===== src/rtl/drum_pkg.sv =====
package drum_pkg;
  typedef enum logic [1:0] {
    U_CLEAR = 2'd0,
    U_IDLE  = 2'd1,
    U_WAIT  = 2'd2,
    U_XFER  = 2'd3
  } unit_state_t;
endpackage


===== src/rtl/drum_char_ram.sv =====
module drum_char_ram #(
  parameter int DW = 6,
  parameter int AW = 7
) (
  input  logic          clk,
  input  logic          we,
  input  logic [AW-1:0] addr,
  input  logic [DW-1:0] wdata,
  output logic [DW-1:0] rdata
);
  localparam int DEPTH = 1 << AW;

  logic [DW-1:0] mem [DEPTH];

  // single port, read-first, registered output
  always_ff @(posedge clk) begin
    if (we) mem[addr] <= wdata;
    rdata <= mem[addr];
  end
endmodule


===== src/rtl/drum_unit.sv =====
module drum_unit
  import drum_pkg::*;
#(
  parameter int CHAR_W    = 6,
  parameter int WORD_AW   = 4,
  parameter int START_CYC = 100,
  parameter int STEP_CYC  = 40
) (
  input  logic               clk,
  input  logic               rst,
  input  logic               start,
  input  logic               start_rd,
  input  logic [1:0]         start_chan,
  input  logic [WORD_AW-1:0] start_word,
  output logic               ready,
  output logic               rd_act,
  output logic               wr_act,
  output logic [1:0]         chan,
  output logic               req,
  output logic [CHAR_W-1:0]  rd_char,
  input  logic [CHAR_W-1:0]  wr_char,
  input  logic               last,
  output logic               done,
  output logic               err
);
  localparam int CHAR_AW = WORD_AW + 3;
  localparam int CNT_W   = $clog2(START_CYC + STEP_CYC + 1);
  localparam logic [CHAR_AW-1:0] LAST_ADDR = {CHAR_AW{1'b1}};

  unit_state_t        st;
  logic [CHAR_AW-1:0] addr;
  logic [CNT_W-1:0]   cnt;
  logic               mem_we;
  logic [CHAR_W-1:0]  mem_wd;

  initial begin
    if (START_CYC < 1) $error("START_CYC must be at least 1");
    if (STEP_CYC < 2)  $error("STEP_CYC must be at least 2");
  end

  always_comb begin
    mem_we = (st == U_CLEAR) || (st == U_XFER && wr_act && !last);
    mem_wd = (st == U_CLEAR) ? '0 : wr_char;
  end

  drum_char_ram #(.DW(CHAR_W), .AW(CHAR_AW)) u_ram (
    .clk  (clk),
    .we   (mem_we),
    .addr (addr),
    .wdata(mem_wd),
    .rdata(rd_char)
  );

  always_ff @(posedge clk) begin
    if (rst) begin
      st     <= U_CLEAR;
      addr   <= '0;
      cnt    <= '0;
      ready  <= 1'b0;
      rd_act <= 1'b0;
      wr_act <= 1'b0;
      chan   <= '0;
      req    <= 1'b0;
      done   <= 1'b0;
      err    <= 1'b0;
    end else begin
      req  <= 1'b0;
      done <= 1'b0;
      err  <= 1'b0;
      case (st)
        U_CLEAR: begin
          if (addr == LAST_ADDR) begin
            st    <= U_IDLE;
            addr  <= '0;
            ready <= 1'b1;
          end else begin
            addr <= addr + 1'b1;
          end
        end
        U_IDLE: begin
          if (start) begin
            st     <= U_WAIT;
            ready  <= 1'b0;
            rd_act <= start_rd;
            wr_act <= !start_rd;
            chan   <= start_chan;
            addr   <= {start_word, 3'b000};
            cnt    <= CNT_W'(START_CYC);
          end
        end
        U_WAIT: begin
          if (cnt == CNT_W'(1)) begin
            st  <= U_XFER;
            req <= 1'b1;
          end else begin
            cnt <= cnt - 1'b1;
          end
        end
        U_XFER: begin
          if (last || addr == LAST_ADDR) begin
            st     <= U_IDLE;
            ready  <= 1'b1;
            rd_act <= 1'b0;
            wr_act <= 1'b0;
            done   <= 1'b1;
            err    <= !last;
          end else begin
            st   <= U_WAIT;
            addr <= addr + 1'b1;
            cnt  <= CNT_W'(STEP_CYC - 1);
          end
        end
        default: st <= U_IDLE;
      endcase
    end
  end

  // an active unit carries exactly one direction flag
  assert_dir_onehot_R2: assert property (@(posedge clk) disable iff (rst)
    (!ready && st != U_CLEAR) |-> $onehot({rd_act, wr_act}));

  // a handshake strobe lasts one cycle
  assert_req_single_R5: assert property (@(posedge clk) disable iff (rst)
    req |=> !req);

  // completion returns the unit to ready with direction flags cleared
  assert_ready_on_end_R7: assert property (@(posedge clk) disable iff (rst)
    done |-> (ready && !rd_act && !wr_act));

  // an error is only reported together with end
  assert_err_with_end_R8: assert property (@(posedge clk) disable iff (rst)
    err |-> done);

  // end follows a handshake by one cycle
  assert_end_after_req_R7: assert property (@(posedge clk) disable iff (rst)
    done |-> $past(req));
endmodule


===== src/rtl/drum_xfer_ctrl.sv =====
module drum_xfer_ctrl #(
  parameter int NUM_UNITS = 2,
  parameter int CHAR_W    = 6,
  parameter int WORD_AW   = 4,
  parameter int START_CYC = 100,
  parameter int STEP_CYC  = 40,
  localparam int SEL_W    = (NUM_UNITS > 1) ? $clog2(NUM_UNITS) : 1
) (
  input  logic                        clk,
  input  logic                        rst,
  input  logic                        cmd_valid,
  input  logic [SEL_W-1:0]            cmd_unit,
  input  logic [1:0]                  cmd_chan,
  input  logic                        cmd_read,
  input  logic [WORD_AW-1:0]          cmd_word,
  output logic                        cmd_accept,
  output logic                        cmd_busy,
  output logic [NUM_UNITS-1:0]        unit_ready,
  output logic [NUM_UNITS-1:0]        unit_rd,
  output logic [NUM_UNITS-1:0]        unit_wr,
  output logic [2*NUM_UNITS-1:0]      ch_num,
  output logic [NUM_UNITS-1:0]        ch_req,
  output logic [CHAR_W*NUM_UNITS-1:0] ch_rd_char,
  input  logic [CHAR_W*NUM_UNITS-1:0] ch_wr_char,
  input  logic [NUM_UNITS-1:0]        ch_last,
  output logic [NUM_UNITS-1:0]        ch_end,
  output logic [NUM_UNITS-1:0]        ch_err
);
  logic [NUM_UNITS-1:0] take;

  for (genvar u = 0; u < NUM_UNITS; u++) begin : g_unit
    assign take[u] = cmd_valid && (cmd_unit == SEL_W'(u)) && unit_ready[u];

    drum_unit #(
      .CHAR_W   (CHAR_W),
      .WORD_AW  (WORD_AW),
      .START_CYC(START_CYC),
      .STEP_CYC (STEP_CYC)
    ) u_unit (
      .clk       (clk),
      .rst       (rst),
      .start     (take[u]),
      .start_rd  (cmd_read),
      .start_chan(cmd_chan),
      .start_word(cmd_word),
      .ready     (unit_ready[u]),
      .rd_act    (unit_rd[u]),
      .wr_act    (unit_wr[u]),
      .chan      (ch_num[2*u +: 2]),
      .req       (ch_req[u]),
      .rd_char   (ch_rd_char[CHAR_W*u +: CHAR_W]),
      .wr_char   (ch_wr_char[CHAR_W*u +: CHAR_W]),
      .last      (ch_last[u]),
      .done      (ch_end[u]),
      .err       (ch_err[u])
    );
  end

  always_ff @(posedge clk) begin
    if (rst) begin
      cmd_accept <= 1'b0;
      cmd_busy   <= 1'b0;
    end else begin
      cmd_accept <= |take;
      cmd_busy   <= cmd_valid && !(|take);
    end
  end

  // an acceptance answers a command from the cycle before
  assert_accept_cause_R2: assert property (@(posedge clk) disable iff (rst)
    cmd_accept |-> $past(cmd_valid));

  // a refusal never coincides with an acceptance
  assert_busy_excl_R3: assert property (@(posedge clk) disable iff (rst)
    !(cmd_accept && cmd_busy));

  // each unit raises at most one error at a time, only with its end
  assert_err_subset_R9: assert property (@(posedge clk) disable iff (rst)
    ((ch_err & ~ch_end) == '0));
endmodule


===== config.mk =====
export PLATFORM = sky130hd
export DESIGN_NAME = drum_xfer_ctrl
export DESIGN_NICKNAME = d
export VERILOG_FILES = /design/src/rtl/drum_pkg.sv /design/src/rtl/drum_char_ram.sv /design/src/rtl/drum_unit.sv /design/src/rtl/drum_xfer_ctrl.sv
export SDC_FILE = /design/constraint.sdc
export NUM_CORES = 2
export LEC_CHECK = 0
export BUFFER_PORTS_ARGS = -buffer_cell sky130_fd_sc_hd__buf_4
export CORE_MARGIN = 2
export CORE_UTILIZATION = 25
export DETAILED_ROUTE_END_ITERATION = 7
export GPL_TIMING_DRIVEN = 0
export PLACE_DENSITY = 0.35
export SLEW_MARGIN = 20
export SYNTH_ARGS = -nofsm -noshare
export SYNTH_HDL_FRONTEND = slang
export SYNTH_SLANG_ARGS = --single-unit
export TNS_END_PERCENT = 5

===== constraint.sdc =====
create_clock -name clk -period 5.44 [get_ports clk]
set_input_delay 0.816 -clock clk [delete_from_list [all_inputs] [get_ports clk]]
set_output_delay 0.816 -clock clk [all_outputs]
set_load 0.05 [all_outputs]

Word-level counts from Yosys, hierarchy flattened
Memory sizes are Yosys's and may differ from the RTL's. A register that Yosys moved wholly into a read port is not among the register bits.
Cells that the tools add are included.
- input bits: 25
- logic and storage cells: 155
- output and inout bits: 30
- RAM bits: 1536
- register bits after elaboration: 52
- memories: 2
- add/sub/neg operators: 4
- eq/ne operators: 22
- bitwise gates (word level): 7
- reduce and logical (&&, ||, !) cells: 44
- mux-type cells: 54
- memories (name ; depth ; bits a word ; rd ports ; clocked after memory_dff ; write ports ; line ; text):
    g_unit[0].u_unit.u_ram.mem ; 128 ; 6 ; 1 ; 1 ; 1 ; drum_char_ram.sv:13 ; logic [DW-1:0] mem [DEPTH];
    g_unit[1].u_unit.u_ram.mem ; 128 ; 6 ; 1 ; 1 ; 1 ; drum_char_ram.sv:13 ;
- operators by type and width (operator ; number):
    2-to-1 mux 8 bit ; 6
    one-hot mux 8 bit (3 select lines) ; 2
    2-to-1 mux 7 bit ; 6
    one-hot mux 7 bit (3 select lines) ; 2
    2-to-1 mux 1 bit ; 20
    AND reduction 3 bit ; 6
    == test 8 x 1 -> 1 bit (second input constant) ; 2
    2-to-1 mux 2 bit ; 8
    != test 2 bit (second input constant) ; 8
    one-hot mux 2 bit (4 select lines) ; 2
    AND reduction 4 bit ; 4
    subtractor 8 x 1 -> 8 bit (second input constant) ; 2
    adder 7 x 1 -> 7 bit (second input constant) ; 2
    == test 7 bit (second input constant) ; 2
    2-to-1 mux 6 bit ; 2
    nonzero test 3 bit ; 4
    OR reduction 2 bit ; 5
    logical AND 1 bit ; 9
    == test 2 bit (second input constant) ; 4
    != test 2 x 1 -> 1 bit (second input constant) ; 4
    one-hot mux 1 bit (2 select lines) ; 4
    inverter 1 bit ; 7
    one-hot mux 1 bit (3 select lines) ; 2
    OR reduction 3 bit ; 2
    6 further kinds ; 16

Logic depth before layout (Yosys ltp)
- depth in word-level cells: 6
- depth in mapped cells: 12
- gate-level depth less buffers: 8

Modules after synthesis
Synthesis repeated with hierarchy kept, for this count alone.
- cells, all modules: 4056
- area, all modules: 63621.0 µm²
- by module, submodules not included (module ; times used ; cells an instance ; seq. area each (µm²) ; area an instance (µm²)):
    drum_char_ram ; 2 ; 1851 ; 23182.2 ; 30364.1
    drum_unit ; 2 ; 173 ; 500.5 ; 1405.1
    drum_xfer_ctrl ; 1 ; 8 ; 40.0 ; 82.6

Worst setup path before layout
Ideal clock, no wire load.
- path kind: reg-to-reg
- from: reg g_unit[1].u_unit.st[1]
- to: mem g_unit[1].u_unit.u_ram.mem[0][0], data pin
- cell stages (with the launch flop): 4
- arrival: 3947 ps
- clock period less this slack: 4773 ps
- path slack: 667 ps
- data required time: 4613 ps
- cells stage by stage: dfxtp_1 clkbuf_1 nor2_1 nor2b_1
- longest elaborated chain between the ends: 2
- ends and longest elaborated chain (item ; line ; text):
    from (decl) ; drum_unit.sv:30 ; unit_state_t st;
    from (signal assigned) ; drum_unit.sv:56 ; st <= U_CLEAR;
    from (signal assigned) ; drum_unit.sv:73 ; st <= U_IDLE;
    from (signal assigned) ; drum_unit.sv:82 ; st <= U_WAIT;
    zero test 2 bit ; drum_unit.sv:43 ; mem_wd = (st == U_CLEAR) ? '0 : wr_char;
    2-to-1 mux 6 bit ; drum_unit.sv:43 ;
    via g_unit[1].u_unit.mem_wd[0] ; drum_unit.sv:34 ; logic [CHAR_W-1:0] mem_wd;
    to (decl) ; drum_char_ram.sv:13 ;
The timed path passes the listed nets, and every way through them passes these cells.

==> results_dict.tcl <==
set metrics [dict create \
    synth_seq_cells 1600 \
    synth.top_cell.area_share_pct 72.8 \
    start_util_pct 25.2 \
    grt_pass1_vias 38600 \
    tightest_slew_ns 1.32 \
    synth.area.top_cells "edfxtp_1 (73%), mux4_2 (5.0%), a221oi_1 (2.6%), nor2_1 (2.4%), mux2i_1 (2.4%)" \
    die_y_um 507 \
    ys_seq_area_share_pct 74.8 \
    rsz0062_at_grt "true" \
    ys_top_cells_by_count "edfxtp_1 (1536), nor2_1 (413), a221oi_1 (191)" \
    cts_sinks 1600 \
    design_area_mm2 0.0757 \
    ir_worst_vdd_mv 0.339 \
    totalWireLength_mm 291 \
    drv_slew 0 \
    yosys.area.top_type "edfxtp_1" \
    p_leak_nw 23.8 \
    wire_per_inst_um 38.3 \
    setup_viol 88 \
    nets 4106 \
    vias 40200 \
    drtIter0Drc 5242 \
    violations "negative setup slack" \
    via_per_inst 5.31 \
    utilization_pct 30.1 \
    antenna_left 0 \
    cts_buffers 187 \
    drv_cap 0 \
    area_delta_synth_final_pct 19.5 \
    grt_overflow 0 \
    rows 184 \
    root_buffer "clkbuf_16" \
    dieArea_mm2 0.257 \
    post-cts-setup-buffers 0 \
    ys_warn_count 0 \
    post-synth-top-count-cell "edfxtp_1" \
    route.detailed.drc 0 \
    avgSynthCellArea_um2 16.8 \
    period_needed_ns 5.63 \
    relSlewSlack_pct 11.8 \
    drive_gt1_share_pct 21.5 \
    synthCells 3771 \
    die_x_um 507 \
    placed_area_mm2 0.0696 \
    fillers 24900 \
    track_usage_pct 22.1 \
    yosys_most_used_dff "edfxtp_1" \
    fmax_mhz 178 \
    cts_max_level 4 \
    clockBufferDepth 3 \
    skew_ns 0.0968 \
    io_pins 55 \
    cts_tree "done" \
    fin_ws_ns -0.187 \
    port_buffers 53 \
    syn_area_mm2 0.0634 \
    synth-edff-count 1536 \
    async_flop_share_pct 0 \
    path_clk_slew_ns 0.06 \
    grt_pass1_wl_mm 380 \
    synthDistinctLibCells 71 \
    antenna_found_initial 34 \
    crit_required_ns 6.04 \
    firstDrtPassIters 8 \
    status "finished with violations" \
    grt_max_degree 36 \
    timing.final.crit_share_pct 103 \
    clk-insertion-delay-late_ns 0.88 \
    syn_nets 3802 \
    critPathKind "flop to flop" \
    hold_path_class "primary input to flop" \
    cp.arrival_ns 6.23 \
    core-area_mm2 0.252 \
    p_total_mw 28.3 \
    place_congestion 0.952 \
    critPathLaunchType "flop" \
    critPathCaptureType "flop" \
    place_hpwl_mm 195 \
    holdWs_ns 0.184 \
    hold_viol 0 \
    worstPathMaxFanout 10 \
    power_density_mw_per_mm2 373 \
]
metal layers:
layer	GRT usage, %	routed length, um	up-vias	part of all wire (%)
met5	0	64	-	0.022
met4	6.71	9470	4	3.3
met3	4.64	23200	441	8.0
met2	32.8	126000	2212	43
met1	32.3	132000	21700	45
li1	-	-	15900	-
through the flow:
step                      instances  TNS (ns)  setup slack, ns
after floorplan                3771         0            0.667
after global placement         7172  -7892.63            -5.15
after CTS                      7575         0           0.0474
after global routing           7578    -0.477          -0.0492
after detailed placement       7234   -146.89           -0.730
final                          7585     -8.40           -0.187
final timing paths:
path | from | to | slack [ns] | cells after the start
setup / recovery | g_unit[1].u_unit.addr[1] | g_unit[1].u_unit.u_ram.rdata[0] | -0.19 | 9
setup reg to reg | g_unit[1].u_unit.addr[1] | g_unit[1].u_unit.u_ram.rdata[0] | -0.19 | 9
hold / removal | ch_last[1] | g_unit[1].u_unit.err | 0.18 | 2
hold reg to reg | g_unit[0].u_unit.chan[0] | g_unit[0].u_unit.chan[0] | 0.47 | 2
area by class of cell:
class / instances / area (um2) / area share, %
Sequential cell: 1600 / 47400 / 62.6
Clock inverter: 94 / 953 / 1.26
Tap cell: 3348 / 4190 / 5.53
Multi-Input combinational cell: 1891 / 14900 / 19.7
Clock buffer: 247 / 4980 / 6.57
Antenna cell: 10 / 25.0 / 0.0331
Buffer: 260 / 1370 / 1.81
Inverter: 20 / 75.1 / 0.0992
Timing Repair Buffer: 115 / 1800 / 2.38
critical path, cell delays in order (launching register included):
cell	delay, ns
dfxtp_1	0.38
buf_2	0.62
buf_4	0.51
clkinv_1	0.58
clkbuf_1	0.64
buf_2	0.52
a221oi_1	0.84
o22ai_1	0.18
nor4_2	0.61
o311ai_1	0.44
flip-flops by register name, summed over array words and instances, names as in the netlist, 2 cells and up:
signal,flops
g_unit.u_unit.rd_act,2
g_unit.u_unit.cnt,16
g_unit.u_unit.ready,2
g_unit.u_unit.u_ram.mem,1536
g_unit.u_unit.chan,4
g_unit.u_unit.wr_act,2
g_unit.u_unit.st,4
g_unit.u_unit.u_ram.rdata,12
g_unit.u_unit.addr,14
g_unit.u_unit.req,2
g_unit.u_unit.err,2
g_unit.u_unit.done,2
cells by family after synthesis:
group	share of synthesized area (%)
flip-flops	74.8
AND/OR/NAND/NOR	5.09
AO/OA/AOI/OAI	8.20
multiplexers	9.49
buffers and inverters	2.12
XOR/XNOR	0.166
adder cells (fa/ha/maj)	0.118
layout by cell type (no fill, tap or decap), types with 16 or more instances in the layout:
| master | netlist | final |
|---|---|---|
| a211oi_1 | 16 | 16 |
| a21oi_1 | 114 | 114 |
| a221oi_1 | 191 | 191 |
| a22o_1 | 19 | 19 |
| a22oi_1 | 65 | 65 |
| buf_12 | 0 | 35 |
| buf_16 | 0 | 24 |
| buf_2 | 82 | 89 |
| buf_4 | 38 | 94 |
| clkbuf_1 | 118 | 117 |
| clkbuf_16 | 0 | 188 |
| clkbuf_2 | 1 | 53 |
| clkinv_1 | 2 | 41 |
| clkinv_2 | 0 | 26 |
| dfxtp_1 | 64 | 64 |
| edfxtp_1 | 1536 | 1536 |
| inv_1 | 18 | 18 |
| mux2_2 | 116 | 116 |
| mux2i_1 | 149 | 149 |
| mux4_2 | 142 | 142 |
| nand2_1 | 152 | 152 |
| nand3_1 | 48 | 44 |
| nor2_1 | 413 | 357 |
| nor2_2 | 0 | 54 |
| nor2b_1 | 36 | 22 |
| nor3_1 | 25 | 20 |
| o21ai_0 | 116 | 115 |
| o221ai_1 | 20 | 20 |
| o22a_1 | 17 | 17 |
| o22ai_1 | 43 | 43 |
what timing repair did:
action                     in CTS  in global routing
setup endpoints to repair     440                 27
hold buffers                    0                  0
gates resized for setup        62                  3
where the power goes:
| group | switching, mW | internal (mW) |
|---|---|---|
| clock network | 5.44 | 6.95 |
| logic | 1.89 | 0.621 |
| registers | 0.0198 | 13.3 |
Note: power is estimated with default switching activity, not from simulation.
